<file path="config.mk">
export PLATFORM = sky130hd
export DESIGN_NAME = cmd_interval_timer
export DESIGN_NICKNAME = d
export VERILOG_FILES = /design/src/rtl/itmr_pkg.sv /design/src/rtl/itmr_decode.sv /design/src/rtl/itmr_counter.sv /design/src/rtl/itmr_pending.sv /design/src/rtl/cmd_interval_timer.sv
export SDC_FILE = /design/constraint.sdc
export NUM_CORES = 1
export LEC_CHECK = 0
export BUFFER_PORTS_ARGS = -buffer_cell sky130_fd_sc_hd__buf_2
export CAP_MARGIN = 20
export CORE_MARGIN = 2
export CORE_UTILIZATION = 57
export DETAILED_ROUTE_END_ITERATION = 10
export PLACE_DENSITY = 0.8
export SLEW_MARGIN = 20
export SYNTH_ARGS = -nofsm -noshare
export SYNTH_HDL_FRONTEND = slang
export SYNTH_SLANG_ARGS = --single-unit
</file>
<file path="constraint.sdc">
create_clock -name clk -period 2.6 [get_ports clk]
set_input_delay 0.78 -clock clk [delete_from_list [all_inputs] [get_ports clk]]
set_output_delay 0.78 -clock clk [all_outputs]
set_load 0.005 [all_outputs]
</file>
<file path="src/rtl/itmr_pkg.sv">
package itmr_pkg;

  // Byte offsets of the register window
  localparam int OFS_CLR   = 'h00;
  localparam int OFS_GO    = 'h04;
  localparam int OFS_HALT  = 'h08;
  localparam int OFS_MODE  = 'h0C;
  localparam int OFS_STAT  = 'h10;
  localparam int OFS_CNT   = 'h14;
  localparam int OFS_TERM  = 'h18;
  localparam int OFS_IEN   = 'h1C;
  localparam int OFS_ACK   = 'h20;

  localparam int ACK_BIT   = 7;

  typedef enum logic [3:0] {
    ST_IDLE   = 4'd1,
    ST_ACTIVE = 4'd2
  } itmr_state_e;

  // One address-match flag per register
  typedef struct packed {
    logic clr;
    logic go;
    logic halt;
    logic mode;
    logic stat;
    logic cnt;
    logic term;
    logic ien;
    logic ack;
  } itmr_sel_t;

  function automatic logic [7:0] pack_status(input logic en, input logic one_shot,
                                             input logic ien, input logic pend);
    itmr_state_e st;
    st = en ? ST_ACTIVE : ST_IDLE;
    return {pend, ien, one_shot, en, st};
  endfunction

endpackage

</file>
<file path="src/rtl/itmr_decode.sv">
module itmr_decode
  import itmr_pkg::*;
#(
  parameter int ADDR_W = 8
) (
  input  logic [ADDR_W-1:0] addr,
  output itmr_sel_t         sel
);

  function automatic logic at(input logic [ADDR_W-1:0] a, input int ofs);
    return a == ADDR_W'(ofs);
  endfunction

  always_comb begin
    sel.clr  = at(addr, OFS_CLR);
    sel.go   = at(addr, OFS_GO);
    sel.halt = at(addr, OFS_HALT);
    sel.mode = at(addr, OFS_MODE);
    sel.stat = at(addr, OFS_STAT);
    sel.cnt  = at(addr, OFS_CNT);
    sel.term = at(addr, OFS_TERM);
    sel.ien  = at(addr, OFS_IEN);
    sel.ack  = at(addr, OFS_ACK);
  end

endmodule

</file>
<file path="src/rtl/itmr_counter.sv">
module itmr_counter #(
  parameter int CNT_W = 32
) (
  input  logic             clk,
  input  logic             rst_n,
  input  logic             tick_en,
  input  logic             cmd_clr,
  input  logic             cmd_go,
  input  logic             cmd_halt,
  input  logic             one_shot,
  input  logic [CNT_W-1:0] terminal,
  output logic [CNT_W-1:0] count,
  output logic             enabled,
  output logic             term_hit
);

  logic advance;

  function automatic logic [CNT_W-1:0] after_hit(input logic [CNT_W-1:0] c, input logic os);
    return os ? c : '0;
  endfunction

  assign advance  = enabled && tick_en && !cmd_clr;
  assign term_hit = advance && (count == terminal);

  always_ff @(posedge clk or negedge rst_n) begin
    if (!rst_n) begin
      count   <= '0;
      enabled <= 1'b0;
    end else begin
      if (cmd_clr)       count <= '0;
      else if (term_hit) count <= after_hit(count, one_shot);
      else if (advance)  count <= count + 1'b1;

      if (cmd_go)                    enabled <= 1'b1;
      else if (cmd_halt)             enabled <= 1'b0;
      else if (term_hit && one_shot) enabled <= 1'b0;
    end
  end

  a_r3_hold: assert property (@(posedge clk) disable iff (!rst_n)
    (!(enabled && tick_en) && !cmd_clr) |=> $stable(count));
  a_r3_step: assert property (@(posedge clk) disable iff (!rst_n)
    (advance && !term_hit) |=> count == CNT_W'($past(count) + 1'b1));
  a_r4_wrap: assert property (@(posedge clk) disable iff (!rst_n)
    (term_hit && !one_shot) |=> count == '0);
  a_r5_stop: assert property (@(posedge clk) disable iff (!rst_n)
    (term_hit && one_shot && !cmd_go) |=> (!enabled && $stable(count)));
  a_r8_zero: assert property (@(posedge clk) disable iff (!rst_n)
    cmd_clr |=> count == '0);

endmodule

</file>
<file path="src/rtl/itmr_pending.sv">
module itmr_pending (
  input  logic clk,
  input  logic rst_n,
  input  logic term_hit,
  input  logic cmd_clr,
  input  logic ack_wr,
  output logic pending
);

  always_ff @(posedge clk or negedge rst_n) begin
    if (!rst_n)        pending <= 1'b0;
    else if (cmd_clr)  pending <= 1'b0;
    else if (term_hit) pending <= 1'b1;
    else if (ack_wr)   pending <= 1'b0;
  end

  a_r6_latch: assert property (@(posedge clk) disable iff (!rst_n)
    term_hit |=> pending);
  a_r7_clear: assert property (@(posedge clk) disable iff (!rst_n)
    (ack_wr && !term_hit) |=> !pending);
  a_r7_keep: assert property (@(posedge clk) disable iff (!rst_n)
    (pending && !ack_wr && !cmd_clr) |=> pending);
  a_r8_drop: assert property (@(posedge clk) disable iff (!rst_n)
    cmd_clr |=> !pending);

endmodule

</file>
<file path="src/rtl/cmd_interval_timer.sv">
module cmd_interval_timer
  import itmr_pkg::*;
#(
  parameter int ADDR_W = 8,
  parameter int DATA_W = 32,
  parameter int CNT_W  = 32
) (
  input  logic              clk,
  input  logic              rst_n,
  input  logic              tick_en,
  input  logic [ADDR_W-1:0] bus_addr,
  input  logic              bus_wr,
  input  logic [DATA_W-1:0] bus_wdata,
  input  logic              bus_rd,
  output logic [DATA_W-1:0] bus_rdata,
  output logic              irq
);

  itmr_sel_t        sel;
  logic             one_shot_q;
  logic             ien_q;
  logic [CNT_W-1:0] term_q;
  logic [CNT_W-1:0] count;
  logic             enabled;
  logic             term_hit;
  logic             pending;
  logic             ack_wr;
  logic [DATA_W-1:0] rd_mux;

  itmr_decode #(.ADDR_W(ADDR_W)) u_decode (
    .addr (bus_addr),
    .sel  (sel)
  );

  itmr_counter #(.CNT_W(CNT_W)) u_counter (
    .clk      (clk),
    .rst_n    (rst_n),
    .tick_en  (tick_en),
    .cmd_clr  (bus_wr && sel.clr),
    .cmd_go   (bus_wr && sel.go),
    .cmd_halt (bus_wr && sel.halt),
    .one_shot (one_shot_q),
    .terminal (term_q),
    .count    (count),
    .enabled  (enabled),
    .term_hit (term_hit)
  );

  assign ack_wr = bus_wr && sel.ack && bus_wdata[ACK_BIT];

  itmr_pending u_pending (
    .clk      (clk),
    .rst_n    (rst_n),
    .term_hit (term_hit),
    .cmd_clr  (bus_wr && sel.clr),
    .ack_wr   (ack_wr),
    .pending  (pending)
  );

  always_ff @(posedge clk or negedge rst_n) begin
    if (!rst_n) begin
      one_shot_q <= 1'b0;
      ien_q      <= 1'b0;
      term_q     <= '1;
    end else if (bus_wr) begin
      if (sel.mode) one_shot_q <= bus_wdata[0];
      if (sel.ien)  ien_q      <= bus_wdata[0];
      if (sel.term) term_q     <= bus_wdata[CNT_W-1:0];
    end
  end

  always_comb begin
    rd_mux = '0;
    if (sel.mode) rd_mux = DATA_W'(one_shot_q);
    if (sel.ien)  rd_mux = DATA_W'(ien_q);
    if (sel.term) rd_mux = DATA_W'(term_q);
    if (sel.cnt)  rd_mux = DATA_W'(count);
    if (sel.stat) rd_mux = DATA_W'(pack_status(enabled, one_shot_q, ien_q, pending));
  end

  always_ff @(posedge clk or negedge rst_n) begin
    if (!rst_n)      bus_rdata <= '0;
    else if (bus_rd) bus_rdata <= rd_mux;
  end

  assign irq = pending && ien_q;

  a_r10_hold: assert property (@(posedge clk) disable iff (!rst_n)
    !bus_rd |=> $stable(bus_rdata));
  a_r6_mask: assert property (@(posedge clk) disable iff (!rst_n)
    (!ien_q && !(bus_wr && sel.ien)) |=> !irq);
  a_r8_keep_term: assert property (@(posedge clk) disable iff (!rst_n)
    (bus_wr && sel.clr) |=> $stable(term_q));

endmodule

</file>
==> Word-level counts from Yosys, hierarchy flattened <==
Cells that the tools add are included.
{ "totals": {"output_inout_bits": 33, "in_bits": 45, "reg_bits": 100} }
{ "classes": {"n_addsub": 1, "n_eq_ne": 10, "mux": 16, "n_reduce_logical": 19} }
{ "op_table": {"columns": ["cell", "n"], "rows": [
  ["two-way mux 32 bit", 8],
  ["adder 32 x 1 -> 32 bit, second input constant", 1],
  ["equality test 32 bit", 1],
  ["equality test 8 x 5 -> 1 bit, second input constant", 4],
  ["equality test 8 x 4 -> 1 bit, second input constant", 2],
  ["logical AND 1 bit", 10],
  ["nonzero test 3 bit", 3],
  ["equality test 8 x 3 -> 1 bit, second input constant", 1],
  ["equality test 8 x 6 -> 1 bit, second input constant", 1],
  ["logical NOT 8 bit", 1],
  ["AND reduction 2 bit", 4],
  ["two-way mux 1 bit", 7],
  ["!= test 3 x 2 -> 1 bit, second input constant", 1],
  ["two-way mux 2 bit", 1],
  ["logical NOT 1 bit", 1]
]} }

==> Longest topological paths before layout <==
Gate-level depths: netlist (run 1).
{ "depth": {"ltp_word": 9, "depth_mapped": 10} }

==> By module <==
A second synthesis (run 1) with hierarchy kept.
{ "hier_totals": {"hier_cells": 556, "hier_area_um2": 5711.7} }
{ "by_module_without_submodules": {"columns": ["mod", "area_each_um2", "seq_area_each_um2", "cells_each", "n_inst"], "rows": [
  ["cmd_interval_timer", 3002.9, 1691.6, 238, 1],
  ["itmr_counter", 2528.7, 825.8, 296, 1],
  ["itmr_decode", 136.4, 0.0, 18, 1],
  ["itmr_pending", 43.8, 25.0, 4, 1]
]} }

==> Least setup slack after synthesis (run 1) <==
Ideal clock, no wire load.
{ "synth_path": {"path_type": "input-to-reg", "start": "input port bus_addr[5]", "end": "register u_counter.count[11]", "slack_ns": 0.061, "t_arrival_ns": 2.413, "path_buffers": 1, "setup_ns": 0.126, "stages": 6, "path_cell_list": "nor3_2 nand3_2 and2_1 or2_2 buf_2 a221o_1"} }
{ "synth_via": {"elab_chain_cells": 7, "word_cells_on_any_way": 10, "classes_between": "1 x eq/ne; 2 x mux; 7 x reduce/logical"} }
{ "synth_rtl": {"columns": ["item", "line_no", "source"], "rows": [
  ["start: declaration", "cmd_interval_timer.sv:11", "input logic [ADDR_W-1:0] bus_addr,"],
  ["logical NOT 8 bit (*)", "itmr_decode.sv:11", "return a == ADDR_W'(ofs);"],
  ["logical AND 1 bit (*)", "cmd_interval_timer.sv:39", ".cmd_clr (bus_wr && sel.clr),"],
  ["logical NOT 1 bit", "itmr_counter.sv:23", "assign advance = enabled && tick_en && !cmd_clr;"],
  ["logical AND 1 bit", "itmr_counter.sv:23", null],
  ["logical AND 1 bit", "itmr_counter.sv:24", "assign term_hit = advance && (count == terminal);"],
  ["!= test 3 x 2 -> 1 bit (no source line) (tied with other cells)", null, null],
  ["AND reduction 2 bit (no source line) / two-way mux 32 bit (equally long branches)", null, null],
  ["end signal: assignment", "itmr_counter.sv:32", "else if (term_hit) count <= after_hit(count, one_shot);"],
  ["end signal: assignment", "itmr_counter.sv:33", "else if (advance) count <= count + 1'b1;"],
  ["end: declaration", "itmr_counter.sv:12", "output logic [CNT_W-1:0] count,"]
]} }
Mark *: on every way between the ends. The rest lies on a longest branch, timed or not.
A chain may end at the register's enable or synchronous reset.

==> Worst setup path after layout (run 1) <==
{ "layout_path": {"start": "register term_q[27]", "end": "register u_counter.count[14]"} }
{ "layout_via": {"elab_chain_cells": 4, "word_cells_on_any_way": 7, "classes_between": "2 x eq/ne; 2 x mux; 3 x reduce/logical"} }
{ "layout_rtl": {"columns": ["item", "line_no", "source"], "rows": [
  ["start: declaration", "cmd_interval_timer.sv:22", "logic [CNT_W-1:0] term_q;"],
  ["start signal: assignment", "cmd_interval_timer.sv:68", "if (sel.term) term_q <= bus_wdata[CNT_W-1:0];"],
  ["equality test 32 bit (*)", "itmr_counter.sv:24", null],
  ["logical AND 1 bit (*)", "itmr_counter.sv:24", null],
  ["!= test 3 x 2 -> 1 bit (no source line) (tied with other cells)", null, null],
  ["AND reduction 2 bit (no source line) / two-way mux 32 bit (equally long branches)", null, null]
]} }
Marked as above.

==> results.yml, run 1 <==
power_and_ir_drop:
  pwr_density_cell_mw_per_mm2: 546
  sw_frac_of_total_pct: 31.6
  p_switching_mw: 1.09
  p_int_mw: 2.35
  p_seq_share_pct: 52.7
  p_leak_nw: 2.95
  ir_drop_v: 0.000275
  clockPowerShare_pct: 28.7
  pwr-share-comb_pct: 18.6
timing:
  tns_ns: 0
  rsz0062_at_grt: "no"
  final_max_slew_viol_count: 0
  fin_crit_ns: 2.50
  tightest_slew_ns: 0.562
  hold_viol_final: 0
  relSlewSlack_pct: 62.2
  setup_viol: 0
  finClkSkew_ns: 0.0149
  fmax_ghz: 0.399
  finalCritPeriodShare_pct: 96.3
global_routing:
  grt-ovfl-total: 0
  grt_usage_pct: 31.4
  grt_max_degree: 53
  grt_pass1_wl_um: 24400
  grt_pass1_vias: 4661
  antenna_found_initial: 0
critical_path:
  ff2ff_setup_slack_ns: 0.1
  cp-start-kind: "register"
  path_max_fanout: 6
  worstPathRequired_ns: 2.86
  crit_top_cell: "buf_4"
  critical_path_depth: 9
  reg2reg_depth: 9
  timing_worst_setup_path_type: "register to register"
  cpLargestDelayFamily: "simple AND/OR/NAND/NOR gates"
  reg2reg_from: "term_q[27]"
  worst-path-buf-inv: 3
  end_kind: "register"
  arrival_ns: 2.77
  cp-endpoint: "u_counter.count[14]"
  path_cells: "xor2_1 > nor4_1 > nand4_1 > buf_4 > nor4_2 > buf_4 > nor2_1 > buf_4 > o21ai_0"
  r2r_end: "u_counter.count[14]"
  worstSetupStartpoint: "term_q[27]"
  critPathSlowestCell: "dfstp_2"
  max_stage_delay_ns: 0.57
yosys:
  ys_types: 48
  synth_compound_area_share_pct: 16.6
  synthAdderAreaFrac_pct: 0.236
  synth.yosys.seq_area_share_pct: 48.0
  synth_cells: 535
  synthMuxAreaShare_pct: 7.61
  netlist_area_mm2: 0.00529
  synth.avg_cell_area_um2: 9.89
  ys_ff_latch: 100
  yosys_warnings: 0
  synth_edf_count: 0
  synth_top_family_by_area: "simple AND/OR/NAND/NOR gates"
  synth_nets: 581
  ys.flop_type: "dfrtp_1"
  synth_simple_gate_area_share_pct: 18.2
  async_reset_ff_share_pct: 100
  synth_xor_area_share_pct: 5.30
detailed_routing:
  drc_errors: 0
  wl_per_cell_um: 20.5
  vias: 4919
  drtIter0Drc: 608
  finalWirelength_um: 15400
  first_pass_iters: 5
  ant_nets: 0
  viasPerCell: 6.56
run_status:
  status: "finished clean"
placement:
  io_buffers: 77
  gp_congestion: 0.966
  placed_cell_area_mm2: 0.00608
  hpwl_um: 11100
job:
  drv_cap: 0
clocking:
  hold_buffers: 0
  cts_tree: "done"
  cts.sinks: 100
  clk_latency_ns: 0.38
  cts_root_buffer: "clkbuf_8"
  cts_made_buffers: 9
  clock_path_buffers: 2
  htree_levels: 3
  clk_pin_slew_ns: 0.11
layout:
  finalNetCount: 680
  fillers: 661
  seq_area_mm2: 0.00254
  final_core_util_pct: 69.2
  drive_gt1_share_pct: 34.9
  final_area_mm2: 0.00630
  syn_to_final_growth_pct: 19.1
  antenna_cells: 0
  multi_input_area_mm2: 0.00254
die:
  die_area_mm2: 0.0101
  num_rows: 35
  core-area_mm2: 0.00911
  die_h_um: 100
  start_util_pct: 58.1
  dieWidth_um: 100
  ios: 78
min_path:
  hold_class: "input pin to async pin"
## placed cells by master (no fill, tap or decap), types with 27 or more instances in the layout
cell type / n
a21oi_1: 32
a22oi_1: 27
buf_2: 76
buf_4: 48
dfrtp_1: 68
dfstp_2: 32
mux2_2: 34
nand2_1: 30
nor2_1: 46
xor2_1: 32
## synthesized netlist by cell type, types with 2 or more instances
| library cell | n | area [um^2] |
|---|---|---|
| a21boi_0 | 3 | 22.5 |
| a21o_1 | 3 | 22.5 |
| a21oi_1 | 32 | 160 |
| a221o_1 | 8 | 80.1 |
| a221oi_1 | 2 | 17.5 |
| a222oi_1 | 3 | 30.0 |
| a22oi_1 | 27 | 203 |
| a31oi_1 | 5 | 31.3 |
| and2_1 | 3 | 18.8 |
| and3_1 | 9 | 56.3 |
| and4_1 | 9 | 78.8 |
| buf_1 | 2 | 7.51 |
| buf_2 | 11 | 55.1 |
| clkbuf_1 | 27 | 101 |
| dfrtp_1 | 68 | 1700 |
| dfstp_2 | 32 | 841 |
| inv_1 | 11 | 41.3 |
| mux2_2 | 34 | 383 |
| mux2i_1 | 2 | 20.0 |
| nand2_1 | 30 | 113 |
| nand3_1 | 26 | 130 |
| nand4_1 | 13 | 81.3 |
| nor2_1 | 48 | 180 |
| nor2b_1 | 2 | 12.5 |
| nor3_1 | 12 | 60.1 |
| nor3b_1 | 2 | 15.0 |
| nor4_1 | 12 | 75.1 |
| o2111ai_1 | 3 | 26.3 |
| o211ai_1 | 7 | 52.6 |
| o21a_1 | 2 | 15.0 |
| o21ai_0 | 27 | 135 |
| o22ai_1 | 3 | 18.8 |
| o311ai_0 | 4 | 35.0 |
| or2_2 | 4 | 25.0 |
| or3_1 | 5 | 31.3 |
| xor2_1 | 32 | 280 |
## final cells by class
class | instances | share of cell area, %
flip-flops and latches | 100 | 40.3
repair buffers | 129 | 13.3
well taps | 111 | 2.20
inverters | 11 | 0.655
clock inverters | 6 | 0.933
clock buffers | 10 | 2.18
multi-input cells | 383 | 40.4
## worst min path at each step
stage                    endpoint  startpoint  depth (start not counted)  slack [ns]
3_5_place_dp            term_q[7]   term_q[7]                          2        0.49
4_1_cts        u_counter.count[6]       rst_n                          1        0.36
2_1_floorplan           term_q[7]   term_q[7]                          2        0.47
3_3_place_gp            term_q[7]   term_q[7]                          2        0.49
6_report             bus_rdata[3]       rst_n                          1        0.34
5_1_grt              bus_rdata[4]       rst_n                          1        0.37
## metal layers
layer | routed length, um | up-vias | track usage, %
met2 | 7040 | 325 | 49.0
met5 | 0 | - | 0
met4 | 391 | 0 | 11.0
li1 | - | 2174 | -
met1 | 6390 | 2380 | 44.3
met3 | 1550 | 40 | 5.43
## cells by family after synthesis
kind of cell             after synthesis
AND/OR/NAND/NOR                      182
AO/OA/AOI/OAI                        132
flip-flops                           100
buffers and inverters                 52
multiplexers                          36
XOR/XNOR                              32
adder cells (fa/ha/maj)                1
## registers in the layout, summed over array words and instances, names as in the netlist
signal / flops
bus_rdata: 32
ien_q: 1
one_shot_q: 1
term_q: 32
u_counter.count: 32
u_counter.enabled: 1
u_pending.pending: 1
## power groups by stage
stage / Sequential (mW) / Clock, mW / Combinational, mW
final: 1.81 / 0.988 / 0.641
after global routing: 1.82 / 1.05 / 0.696
after CTS: 1.81 / 0.988 / 0.627
after detailed placement: 1.83 / 0 / 0.620
after global placement: 1.83 / 0 / 0.597
after floorplan: 1.81 / 0 / 0.305
## through the flow
stage	hold slack, ns	instances	power [mW]	setup slack, ns
2_1_floorplan	0.474	535	2.12	0.0613
6_report	0.339	750	3.44	0.0955
4_1_cts	0.360	747	3.42	0.0449
5_1_grt	0.367	750	3.57	0.00364
3_5_place_dp	0.493	731	2.45	0.0337
3_3_place_gp	0.490	731	2.42	0.0769
## timing repair
action | 4_1_cts | 5_1_grt
endpoints found under the hold margin | 0 | 0
endpoints found under the setup margin | 0 | 3
buffers inserted | 0 | 3
resized for setup | 0 | 1
(Power assumes the default switching activity.)
==> inputs of run 2 (changes only) <==
--- a/config.mk
+++ b/config.mk
@@ -5,10 +5,11 @@
 export SDC_FILE = /design/constraint.sdc
 export NUM_CORES = 1
 export LEC_CHECK = 0
+export ABC_AREA = 1
 export BUFFER_PORTS_ARGS = -buffer_cell sky130_fd_sc_hd__buf_2
 export CAP_MARGIN = 20
 export CORE_MARGIN = 2
-export CORE_UTILIZATION = 57
+export CORE_UTILIZATION = 58
 export DETAILED_ROUTE_END_ITERATION = 10
 export PLACE_DENSITY = 0.8
 export SLEW_MARGIN = 20
==> results.yml, run 2 <==
layout:
  syn_to_final_growth_pct: 11.8
  drive_gt1_share_pct: 22.4
  final_common_cell: "nand2_1"
  final_core_util_pct: 67.3
  fillers: 908
  layout.cells.non_filler: 996
  antenna_cells: 0
  most-common-layout-cells: "nand2_1, inv_1, o21ai_0"
  finalNetCount: 904
  top_regs: "bus_rdata (32), term_q (32), u_counter.count (32)"
power_and_ir_drop:
  p_switching_mw: 0.859
  pwr_density_cell_mw_per_mm2: 463
  p_int_mw: 2.21
  p_total_mw: 3.07
  clockPowerShare_pct: 32.3
  ir_drop_v: 0.000397
  pwr-share-comb_pct: 12.9
  sw_frac_of_total_pct: 27.9
  p_seq_share_pct: 54.8
  p_leak_nw: 3.14
clocking:
  cts_tree: "done"
  cts_resized: 0
  cts_root_buffer: "clkbuf_8"
  hold_buffers: 0
  cts_made_buffers: 9
  clk_latency_ns: 0.40
  clock_path_buffers: 2
  htree_levels: 3
  cts.sinks: 100
  clk_pin_slew_ns: 0.10
  cts_setup_buffers: 0
detailed_routing:
  finalWirelength_um: 16300
  drc_errors: 0
  vias: 5438
  viasPerCell: 5.46
  ant_nets: 0
  wl_per_cell_um: 16.4
  drtIter0Drc: 371
  first_pass_iters: 5
yosys:
  synth.yosys.seq_area_share_pct: 42.8
  synth_edf_count: 0
  netlist_area_mm2: 0.00594
  synth_nets: 837
  synth_top_area_share_pct: 28.7
  synth_area_leaders: "dfrtp_1, nand2_1, dfstp_2"
  netlist_top_cells_count: "nand2_1, inv_1, o21ai_0, dfrtp_1, nor2_1"
  synth_cells: 791
  ys_ff_latch: 100
  ys.flop_type: "dfrtp_1"
  yosysMostFrequentCell: "nand2_1"
  yosys_warnings: 0
  ys_types: 37
  async_reset_ff_share_pct: 100
  yosys.area.top_type: "dfrtp_1"
  synth.avg_cell_area_um2: 7.51
run_status:
  status: "finished clean"
timing:
  hold_viol_final: 0
  tightest_slew_ns: 0.592
  tns_ns: 0
  setup_viol: 0
  fmax_ghz: 0.448
  rsz0062_at_grt: "no"
  fin_hold_ws_ns: 0.374
  finalCritPeriodShare_pct: 85.9
  relSlewSlack_pct: 60.5
  final_max_slew_viol_count: 0
  finClkSkew_ns: 0.0119
  fin_crit_ns: 2.23
die:
  ios: 78
  die_area_mm2: 0.0111
  start_util_pct: 60.2
  core-area_mm2: 0.00986
  num_rows: 36
  die_h_um: 105
  dieWidth_um: 105
placement:
  place_inst: 980
  gp_congestion: 0.999
  io_buffers: 77
  hpwl_um: 12500
critical_path:
  reg2reg_from: "term_q[26]"
  path_max_fanout: 23
  cpLargestDelayFamily: "simple AND/OR/NAND/NOR gates"
  crit_top_cell: "nand2_1"
  max_stage_delay_ns: 0.59
  r2r_end: "u_counter.count[1]"
  timing_worst_setup_path_type: "register to register"
  end_kind: "register"
  reg2reg_depth: 9
  ff2ff_setup_slack_ns: 0.37
  critPathSlowestCell: "dfstp_2"
  worst-path-buf-inv: 2
  path_cells: "xnor2_1 > nand4_1 > nor2_1 > nand2_1 > nand3_2 > buf_4 > inv_1 > nand2_1 > nand2_1"
  cp-start-kind: "register"
  worstPathRequired_ns: 2.89
  arrival_ns: 2.52
global_routing:
  grt_pass1_vias: 5283
  antenna_found_initial: 0
  busiest_layer: "met2"
  grt_pass1_wl_um: 26700
  use_met3_pct: 5.99
  grtUsageMet2_pct: 51.3
  grt_use_met1_pct: 40.8
  grt-ovfl-total: 0
  grt_usage_pct: 31.1
  grt_max_degree: 48
min_path:
  hold_class: "input pin to async pin"
job:
  drv_cap: 0
run 2: routing by layer:
layer  wire length [um]  vias up
met1               7050     2571
met5                  0        -
met3                981       33
met2               7840      188
li1                   -     2646
met4                447        0
run 2: power by group through the flow:
stage                     clock network, mW  logic [mW]  registers [mW]
after floorplan                           0       0.252            1.69
after global placement                    0       0.387            1.71
after detailed placement                  0       0.396            1.71
after CTS                              1.02       0.397            1.68
after global routing                   1.07       0.450            1.69
final                                 0.993       0.397            1.68
run 2: cell type report:
cell class	instances	area (um^2)	share of cell area, %
Tap cell	133	166	2.51
Clock inverter	7	67.6	1.02
Timing Repair Buffer	89	515	7.76
Multi-Input combinational cell	560	2860	43.0
Inverter	98	368	5.54
Sequential cell	100	2540	38.3
Clock buffer	9	124	1.87
run 2: kinds of logic after synthesis:
family,count (synthesis),share of synthesized area (%)
simple gates,378,26.7
buf+inv,131,9.06
compound gates,120,10.9
flops,100,42.8
xor+xnor,31,4.57
mux,30,5.69
fa+ha+maj,1,0.211
run 2: worst max-delay path by stage:
stage          slack [ns]               start                  end  cells after the start
2_1_floorplan        0.59         bus_addr[7]  u_counter.count[23]                     12
3_3_place_gp         0.14         bus_addr[3]  u_counter.count[25]                     13
3_5_place_dp         0.13         bus_addr[3]  u_counter.count[25]                     13
4_1_cts              0.42          term_q[25]   u_counter.count[1]                     12
5_1_grt              0.26  u_counter.count[0]  u_counter.count[30]                     12
6_report             0.37          term_q[26]   u_counter.count[1]                      9
run 2: per-stage QoR:
step	setup WS (ns)	instance area, um^2
global route	0.262	6640
CTS	0.424	6640
finish	0.366	6640
floorplan	0.590	5940
detailed placement	0.131	6450
global placement	0.139	6450
